===== config.mk =====
export PLATFORM = sky130hd
export DESIGN_NAME = smb_bus_watch
export DESIGN_NICKNAME = d
export VERILOG_FILES = /design/src/rtl/smb_watch_pkg.sv /design/src/rtl/smb_line_sync.sv /design/src/rtl/smb_sat_timer.sv /design/src/rtl/smb_bus_watch.sv
export SDC_FILE = /design/constraint.sdc
export NUM_CORES = 1
export LEC_CHECK = 0
export ABC_AREA = 0
export CORE_AREA = 4 4 73 75
export DETAILED_ROUTE_END_ITERATION = 7
export DIE_AREA = 0 0 77 79
export PLACE_DENSITY = 0.76
export SLEW_MARGIN = 20
export SYNTH_ARGS = -nofsm -noshare
export SYNTH_HDL_FRONTEND = slang
export SYNTH_SLANG_ARGS = --single-unit

===== constraint.sdc =====
create_clock -name clk -period 1.8 [get_ports clk]
set_input_delay 0.36 -clock clk [delete_from_list [all_inputs] [get_ports clk]]
set_output_delay 0.36 -clock clk [all_outputs]
set_load 0.02 [all_outputs]

===== src/rtl/smb_watch_pkg.sv =====
package smb_watch_pkg;
    // Line pair carried through the synchronizer; idle bus is both high.
    typedef struct packed {
        logic scl;
        logic sda;
    } smb_lines_t;

    localparam int unsigned SYNC_STAGES_DEF = 2;
endpackage


===== src/rtl/smb_line_sync.sv =====
module smb_line_sync
    import smb_watch_pkg::*;
#(
    parameter int unsigned STAGES = SYNC_STAGES_DEF
) (
    input  logic       clk,
    input  logic       rst_n,
    input  smb_lines_t raw_i,
    output smb_lines_t sync_o
);
    smb_lines_t [STAGES-1:0] stage_d, stage_q;

    always_comb begin
        stage_d[0] = raw_i;
        for (int i = 1; i < STAGES; i++) begin
            stage_d[i] = stage_q[i-1];
        end
    end

    always_ff @(posedge clk or negedge rst_n) begin
        if (!rst_n) stage_q <= '1;
        else        stage_q <= stage_d;
    end

    assign sync_o = stage_q[STAGES-1];
endmodule


===== src/rtl/smb_sat_timer.sv =====
module smb_sat_timer #(
    parameter int unsigned LIMIT = 8,
    localparam int unsigned CW   = $clog2(LIMIT + 1)
) (
    input  logic          clk,
    input  logic          rst_n,
    input  logic          run_i,
    input  logic          tick_i,
    output logic [CW-1:0] count_o,
    output logic          reach_o
);
    localparam logic [CW-1:0] LAST = CW'(LIMIT);
    localparam logic [CW-1:0] PRE  = CW'(LIMIT - 1);

    typedef struct packed {
        logic [CW-1:0] count;
        logic          reach;
    } tmr_state_t;

    tmr_state_t st_d, st_q;

    always_comb begin
        st_d       = st_q;
        st_d.reach = 1'b0;
        if (!run_i) begin
            st_d.count = '0;
        end else if (tick_i && st_q.count != LAST) begin
            st_d.count = st_q.count + 1'b1;
            st_d.reach = (st_q.count == PRE);
        end
    end

    always_ff @(posedge clk or negedge rst_n) begin
        if (!rst_n) st_q <= '0;
        else        st_q <= st_d;
    end

    assign count_o = st_q.count;
    assign reach_o = st_q.reach;


    hold_between_ticks_chk: assert property (@(posedge clk) disable iff (!rst_n)
        (run_i && !tick_i) |=> $stable(count_o));


    sat_limit_chk: assert property (@(posedge clk) disable iff (!rst_n)
        count_o <= LAST);
endmodule


===== src/rtl/smb_bus_watch.sv =====
module smb_bus_watch
    import smb_watch_pkg::*;
#(
    parameter int unsigned LOW_LIM     = 3000,
    parameter int unsigned IDLE_LIM    = 5,
    parameter int unsigned OFF_LIM     = 200000,
    parameter int unsigned CAL_LIM     = 500000,
    parameter int unsigned AVAIL_LIM   = 100,
    parameter int unsigned SYNC_STAGES = SYNC_STAGES_DEF
) (
    input  logic clk,
    input  logic rst_n,
    input  logic scl_i,
    input  logic sda_i,
    input  logic tmo_disable_i,
    input  logic tick_i,
    output logic abort_o,
    output logic idle_reset_o,
    output logic bus_off_o,
    output logic cal_req_o,
    output logic bus_ready_o
);
    localparam int unsigned LW = $clog2(LOW_LIM + 1);
    localparam int unsigned IW = $clog2(IDLE_LIM + 1);
    localparam int unsigned BW = $clog2(CAL_LIM + 1);
    localparam int unsigned RW = $clog2(AVAIL_LIM + 1);
    localparam logic [BW-1:0] OFF_AT  = BW'(OFF_LIM);
    localparam logic [BW-1:0] OFF_PRE = BW'(OFF_LIM - 1);
    localparam logic [BW-1:0] CAL_AT  = BW'(CAL_LIM);
    localparam logic [BW-1:0] CAL_PRE = BW'(CAL_LIM - 1);
    localparam logic [RW-1:0] REC_LOAD = RW'(AVAIL_LIM);

    smb_lines_t raw_lines, sync_lines;
    assign raw_lines.scl = scl_i;
    assign raw_lines.sda = sda_i;

    smb_line_sync #(.STAGES(SYNC_STAGES)) line_sync_i (
        .clk    (clk),
        .rst_n  (rst_n),
        .raw_i  (raw_lines),
        .sync_o (sync_lines)
    );

    logic both_low, both_high, low_run;
    assign both_low  = !sync_lines.scl && !sync_lines.sda;
    assign both_high =  sync_lines.scl &&  sync_lines.sda;
    assign low_run   = !sync_lines.scl && !tmo_disable_i;

    logic [LW-1:0] low_cnt;
    logic [IW-1:0] idle_cnt;
    logic [BW-1:0] bl_cnt;
    logic          bl_reach;

    smb_sat_timer #(.LIMIT(LOW_LIM)) low_tmr_i (
        .clk(clk), .rst_n(rst_n), .run_i(low_run), .tick_i(tick_i),
        .count_o(low_cnt), .reach_o(abort_o)
    );

    smb_sat_timer #(.LIMIT(IDLE_LIM)) idle_tmr_i (
        .clk(clk), .rst_n(rst_n), .run_i(both_high), .tick_i(tick_i),
        .count_o(idle_cnt), .reach_o(idle_reset_o)
    );

    smb_sat_timer #(.LIMIT(CAL_LIM)) bl_tmr_i (
        .clk(clk), .rst_n(rst_n), .run_i(both_low), .tick_i(tick_i),
        .count_o(bl_cnt), .reach_o(bl_reach)
    );

    typedef struct packed {
        logic          bus_off;
        logic          cal;
        logic [RW-1:0] rec;
    } watch_state_t;

    watch_state_t ws_d, ws_q;

    always_comb begin
        ws_d = ws_q;
        // Levels follow the both-low counter's next value.
        ws_d.bus_off = both_low &&
                       (bl_cnt >= OFF_AT || (tick_i && bl_cnt == OFF_PRE));
        ws_d.cal     = both_low &&
                       (bl_cnt == CAL_AT || (tick_i && bl_cnt == CAL_PRE));
        if (ws_d.bus_off) begin
            ws_d.rec = '0;
        end else if (ws_q.bus_off) begin
            ws_d.rec = REC_LOAD;
        end else if (tick_i && ws_q.rec != '0) begin
            ws_d.rec = ws_q.rec - 1'b1;
        end
    end

    always_ff @(posedge clk or negedge rst_n) begin
        if (!rst_n) ws_q <= '0;
        else        ws_q <= ws_d;
    end

    assign bus_off_o   = ws_q.bus_off;
    assign cal_req_o   = ws_q.cal;
    assign bus_ready_o = !ws_q.bus_off && (ws_q.rec == '0);


    abort_single_chk: assert property (@(posedge clk) disable iff (!rst_n)
        abort_o |=> !abort_o);


    abort_at_limit_chk: assert property (@(posedge clk) disable iff (!rst_n)
        abort_o |-> (low_cnt == LW'(LOW_LIM)));


    abort_disabled_chk: assert property (@(posedge clk) disable iff (!rst_n)
        $past(tmo_disable_i) |-> !abort_o);


    idle_at_limit_chk: assert property (@(posedge clk) disable iff (!rst_n)
        idle_reset_o |-> (idle_cnt == IW'(IDLE_LIM) && !$past(idle_reset_o)));


    off_needs_low_chk: assert property (@(posedge clk) disable iff (!rst_n)
        bus_off_o |-> $past(both_low));


    cal_within_off_chk: assert property (@(posedge clk) disable iff (!rst_n)
        cal_req_o |-> bus_off_o);


    cal_on_reach_chk: assert property (@(posedge clk) disable iff (!rst_n)
        bl_reach |-> cal_req_o);


    ready_hold_chk: assert property (@(posedge clk) disable iff (!rst_n)
        $fell(bus_off_o) |-> !bus_ready_o);
endmodule


# After elaboration in Yosys (flattened, before gate mapping)
# Index checks and enable logic that the tools add are counted.
dict set report op_classes {
  add_sub_neg 4
  n_lt_le_gt_ge 1
  eq_ne 11
  mux 11
  reduce_logical 21
}
# operator count
set ops {}
lappend ops {{equality test 19 bit, second input constant} 2}
lappend ops {{2-to-1 mux 7 bit} 3}
lappend ops {{2-to-1 mux 20 bit} 1}
lappend ops {{adder 19 x 1 -> 19 bit, second input constant} 1}
lappend ops {{equality test 19 x 18 -> 1 bit, second input constant} 1}
lappend ops {{>= comparator 19 x 18 -> 1 bit, second input constant} 1}
lappend ops {{2-to-1 mux 19 bit} 1}
lappend ops {{!= test 19 bit, second input constant} 1}
lappend ops {{2-to-1 mux 13 bit} 1}
lappend ops {{adder 12 x 1 -> 12 bit, second input constant} 1}
lappend ops {{equality test 12 bit, second input constant} 1}
lappend ops {{logical AND 1 bit} 12}
lappend ops {{2-to-1 mux 12 bit} 1}
lappend ops {{!= test 12 bit, second input constant} 1}
lappend ops {{zero test 7 bit} 1}
lappend ops {{nonzero test 7 bit} 1}
lappend ops {{subtractor 7 x 1 -> 7 bit, second input constant} 1}
lappend ops {{!= test 2 bit, second input constant} 3}
lappend ops {{zero test 1 bit} 4}
lappend ops {{2-to-1 mux 4 bit} 1}
lappend ops {{adder 3 x 1 -> 3 bit, second input constant} 1}
lappend ops {{equality test 3 bit, second input constant} 1}
lappend ops {{2-to-1 mux 3 bit} 1}
lappend ops {{!= test 3 bit, second input constant} 1}
lappend ops {{3 further kinds} 5}
dict set report totals {
  ff_bits 49
  input_bits 6
  word_cells 60
}

# Longest topological paths before layout
dict set report logic_depth {
  ltp_word 5
  mapped_depth 7
  mapped_depth_nobuf 7
}

# Modules after synthesis
# From an unflattened synthesis, not the netlist that was laid out.
dict set report hier_totals {
  cells_unflattened 285
  hier_area_um2 2837.7
}
# mod instances cells_per_inst area_each_um2 seq_area_each_um2
set modules_own_cells {}
lappend modules_own_cells {{smb_sat_timer (bl_tmr_i)} 1 120 1122.3 500.5}
lappend modules_own_cells {{smb_sat_timer (low_tmr_i)} 1 70 708.2 325.3}
lappend modules_own_cells {smb_bus_watch 1 70 670.6 225.2}
lappend modules_own_cells {{smb_sat_timer (idle_tmr_i)} 1 21 231.5 100.1}
lappend modules_own_cells {smb_line_sync 1 4 105.1 105.1}

# Worst setup path before layout
# No wires, ideal clock.
dict set report synth_timing {
  path_type {register to register}
  start {reg bl_tmr_i.st_q (netlist bit bl_tmr_i.count_o[0])}
  end {reg ws_q[0] in the netlist's numbering}
  setup_ns 0.138
  t_arrival_ns 1.453
  setup_slack_ns 0.208
  path_stages_with_launch 7
  n_path_buf 0
  path_cell_list {dfrtp_1 -> inv_1 -> ha_1 -> nor4b_2 -> nand3_1 -> a311oi_4 -> nor3_1}
}
# item line_no
set synth_lines {}
lappend synth_lines {{start: declaration} smb_sat_timer.sv:20} ;# tmr_state_t st_d, st_q;
lappend synth_lines {{start signal: assignment} smb_sat_timer.sv:35} ;# else st_q <= st_d;
lappend synth_lines {{end signal: assignment} smb_bus_watch.sv:95} ;# else ws_q <= ws_d;
lappend synth_lines {{end: declaration} smb_bus_watch.sv:75} ;# watch_state_t ws_d, ws_q;

==> key figures <==
Global routing
  – Grt met2 use: 0.291
  – Global route overflow: 0
  – Met3 Use GR: 0.0363
  – Vias in the first global route: 1,876
  – Initial antenna violation count: 0
  – GRT Total Usage: 0.168
  – Gr busiest metal: met2
  – Routing usage on met1: 0.210
  – Global-route wire length before repair: 8.22 mm
  – Largest net degree at the start of global routing: 23

Setup path
  – Worst path arrival time: 1.95 ns
  – Crit-path max FO: 8
  – CP Capture Type: flop
  – CP startpoint kind: flop
  – CP required: 2.02 ns
  – CP Class: reg -> reg

Timing
  – Slew at the pin with the worst max-slew slack: 0.537 ns
  – Count of pins over their slew limit: 0
  – WHS: 0.0192 ns
  – Slew HR: 0.642
  – Clock Skews: 0.0178 ns
  – Setup violations, final: 0
  – Final hold vios: 0
  – Minimum clock period: 1.73 ns
  – Worst Setup Slack, final: 0.0735 ns
  – F_max: 579 MHz
  – Fin crit share: 0.959

Synth
  – Ys flop type: dfrtp_1
  – Cells after Synth: 254
  – Part of the Yosys area used for sequential elements: 0.487
  – FFs w/ async S/R, synth: 1.00
  – Mean Syn Cell Area: 9.96 µm²
  – Post-synth EDFFs: 0
  – Count of state elements after synthesis: 49
  – Post-Syn Nets: 269
  – Synth unique cells: 43
  – Syn. warnings: 0
  – Cell Area, Synth: 2530 µm²

Routing
  – Remaining DRCs: 0
  – Vias per cell: 5.40
  – Post-route ant nets: 0
  – Per-cell routed wire length: 13.7 µm
  – Wirelength, routed: 4.78 mm
  – DR iter-0 viols: 110
  – Via count: 1,878
  – Router iterations before antenna repair: 4

Power
  – Switching Fraction: 0.260
  – Power Total: 2530 µW
  – Pwr dens: 836 nW/µm²
  – Logic pwr share: 0.197
  – Max VDD drop: 416 µV
  – Clk pwr share: 0.314
  – Switching power: 659 µW
  – Sequential share of power: 0.489
  – P_int: 1870 µW
  – Leak: 0.00130 µW

Floorplanning
  – Die Span Y: 79 µm
  – Row count: 25
  – Die Width: 77 µm
  – DIE AREA: 6080 µm²
  – IO Pins: 11
  – Core area: 4660 µm²
  – Starting Density: 0.543

Clock network
  – H-tree levels: 2
  – Root buffer cell: clkbuf_8
  – Maximum buffer depth of the clock tree: 2
  – CTS tree: built
  – CTS Sinks: 49
  – Num CTS Buffers: 5
  – CTS clock-pin slew for the worst setup and hold paths: 0.10 ns
  – CTS Hold Buffers Added: 0
  – Worst-Skew Late Latency: 0.31 ns

Placed design
  – Post-DP HPWL: 3.44 mm
  – Placer Congestion: 0.818
  – Post-Place Setup Slack: -0.201 ns
  – Number of buffers added on ports: 10

Layout
  – Net count reported at finish: 308
  – Share of cells above drive strength 1: 0.201
  – Diodes inserted: 0
  – Area grow syn2layout: 19.6%

Run
  – Max_cap viols: 0

Worst hold path
  – Worst hold-check path type: in -> async

Run status
  – Status: finished, final reports clean
==> worst max-delay path: stages (launching register included) <==
cell	delay (ns)
dfrtp_1	0.43
ha_2	0.22
nand3_2	0.08
nor2_1	0.08
o41ai_2	0.37
a311oi_4	0.15
buf_6	0.17
a211oi_2	0.14
==> stage by stage <==
step | std cells | instance area, µm² | setup TNS (ns) | util
final | 348 | 3030 | 0 | 0.649
after global routing | 348 | 3030 | -0.0165 | 0.649
after detailed placement | 338 | 2870 | -2.74 | 0.615
after global placement | 338 | 2870 | -2.31 | 0.615
after floorplan | 254 | 2530 | 0 | -
after CTS | 347 | 2990 | 0 | 0.641
==> power groups by stage <==
| stage | Combinational [µW] | Clock (µW) | Sequential [µW] |
|---|---|---|---|
| after floorplan | 268 | 0 | 1270 |
| after global placement | 475 | 0 | 1250 |
| after detailed placement | 487 | 0 | 1260 |
| after CTS | 488 | 811 | 1240 |
| after global routing | 557 | 857 | 1250 |
| final | 498 | 793 | 1240 |
==> path summary, 6_finish.rpt <==
kind	start	to	slack (ns)	cells after the start
max	bl_tmr_i.count_o[0]	ws_q[3]	0.07	7
min	rst_n	low_tmr_i.count_o[5]	0.02	1
max reg2reg	bl_tmr_i.count_o[0]	ws_q[3]	0.07	7
min reg2reg	line_sync_i.stage_d[2]	line_sync_i.sync_o[0]	0.36	0
max in group asynchronous	rst_n	line_sync_i.sync_o[0]	1.18	2
min in group clk	line_sync_i.stage_d[2]	line_sync_i.sync_o[0]	0.36	0
==> synthesized netlist by cell type, types with 2 or more instances <==
cell type | n | area, µm²
nand3_1 | 9 | 45.0
nor3b_1 | 3 | 22.5
nor4_1 | 2 | 12.5
ha_1 | 9 | 113
o21ai_0 | 6 | 30.0
nand4_1 | 7 | 43.8
or2_2 | 3 | 18.8
clkbuf_1 | 3 | 11.3
nor3_2 | 2 | 20.0
o41ai_2 | 2 | 32.5
or3_1 | 6 | 37.5
nor3_1 | 6 | 30.0
a21oi_1 | 11 | 55.1
nand2_1 | 17 | 63.8
dfrtp_1 | 45 | 1130
and3_1 | 6 | 37.5
inv_1 | 12 | 45.0
and2_1 | 3 | 18.8
and4_1 | 3 | 26.3
mux2i_1 | 4 | 40.0
nor2_1 | 43 | 161
dfstp_2 | 4 | 105
xnor2_1 | 15 | 131
nor2_2 | 2 | 12.5
xor2_1 | 13 | 114
==> area by class of cell <==
class                      count  area (µm²)
inverter                      12        45.0
clock buffer                   5        68.8
timing repair buffer          36         304
fill                         380        1640
tap                           54        67.6
multi-input combinational    189        1260
clock inverter                 3        46.3
sequential                    49        1230
==> repair_timing <==
action,4_1_cts,5_1_grt
setup buffers,1,2
endpoints found under the setup margin,7,8
pin swaps,1,4
resized for setup,4,8
==> state kept, by name (all words and copies together), names as in the netlist <==
name	flops
bus_off_o	1
idle_tmr_i.count_o	3
idle_tmr_i.reach_o	1
low_tmr_i.reach_o	1
bl_tmr_i.count_o	19
line_sync_i.stage_d	2
cal_req_o	1
low_tmr_i.count_o	12
ws_q	7
line_sync_i.sync_o	2
==> per-layer routing <==
layer  vias up  part of all wire
met5         -                 0
met4         0             0.016
met3         9             0.026
met2        15              0.49
met1       907              0.47
li1        947                 -
==> cells in the final DEF (no fill, tap or decap), types with 2 or more instances in the layout <==
master / n
nor2_1: 43
and4_1: 3
nand4_1: 7
o21ai_0: 6
nor3_2: 3
and3_1: 6
clkdlybuf4s50_1: 8
mux2i_1: 4
o41ai_2: 2
buf_4: 25
nand3_1: 8
inv_1: 11
nor2_2: 2
nor3b_1: 2
clkbuf_8: 5
nand2_1: 17
dfrtp_1: 45
xor2_1: 13
xnor2_1: 15
and2_1: 3
or2_2: 3
ha_1: 8
nand3_2: 2
or3_1: 6
nor3_1: 5
nor4_1: 2
a21oi_1: 11
dfstp_2: 4
==> logic make-up (layout without fill, tap and decap cells) <==
family / count (synthesis) / in the layout / synth area share
fa+ha+maj: 9 / 9 / 0.0445
xor+xnor: 28 / 28 / 0.0970
flops: 49 / 49 / 0.487
compound gates: 25 / 25 / 0.0727
buf+inv: 16 / 56 / 0.0242
mux: 4 / 4 / 0.0158
simple gates: 123 / 123 / 0.259
Note: power is estimated with default switching activity, not from simulation.
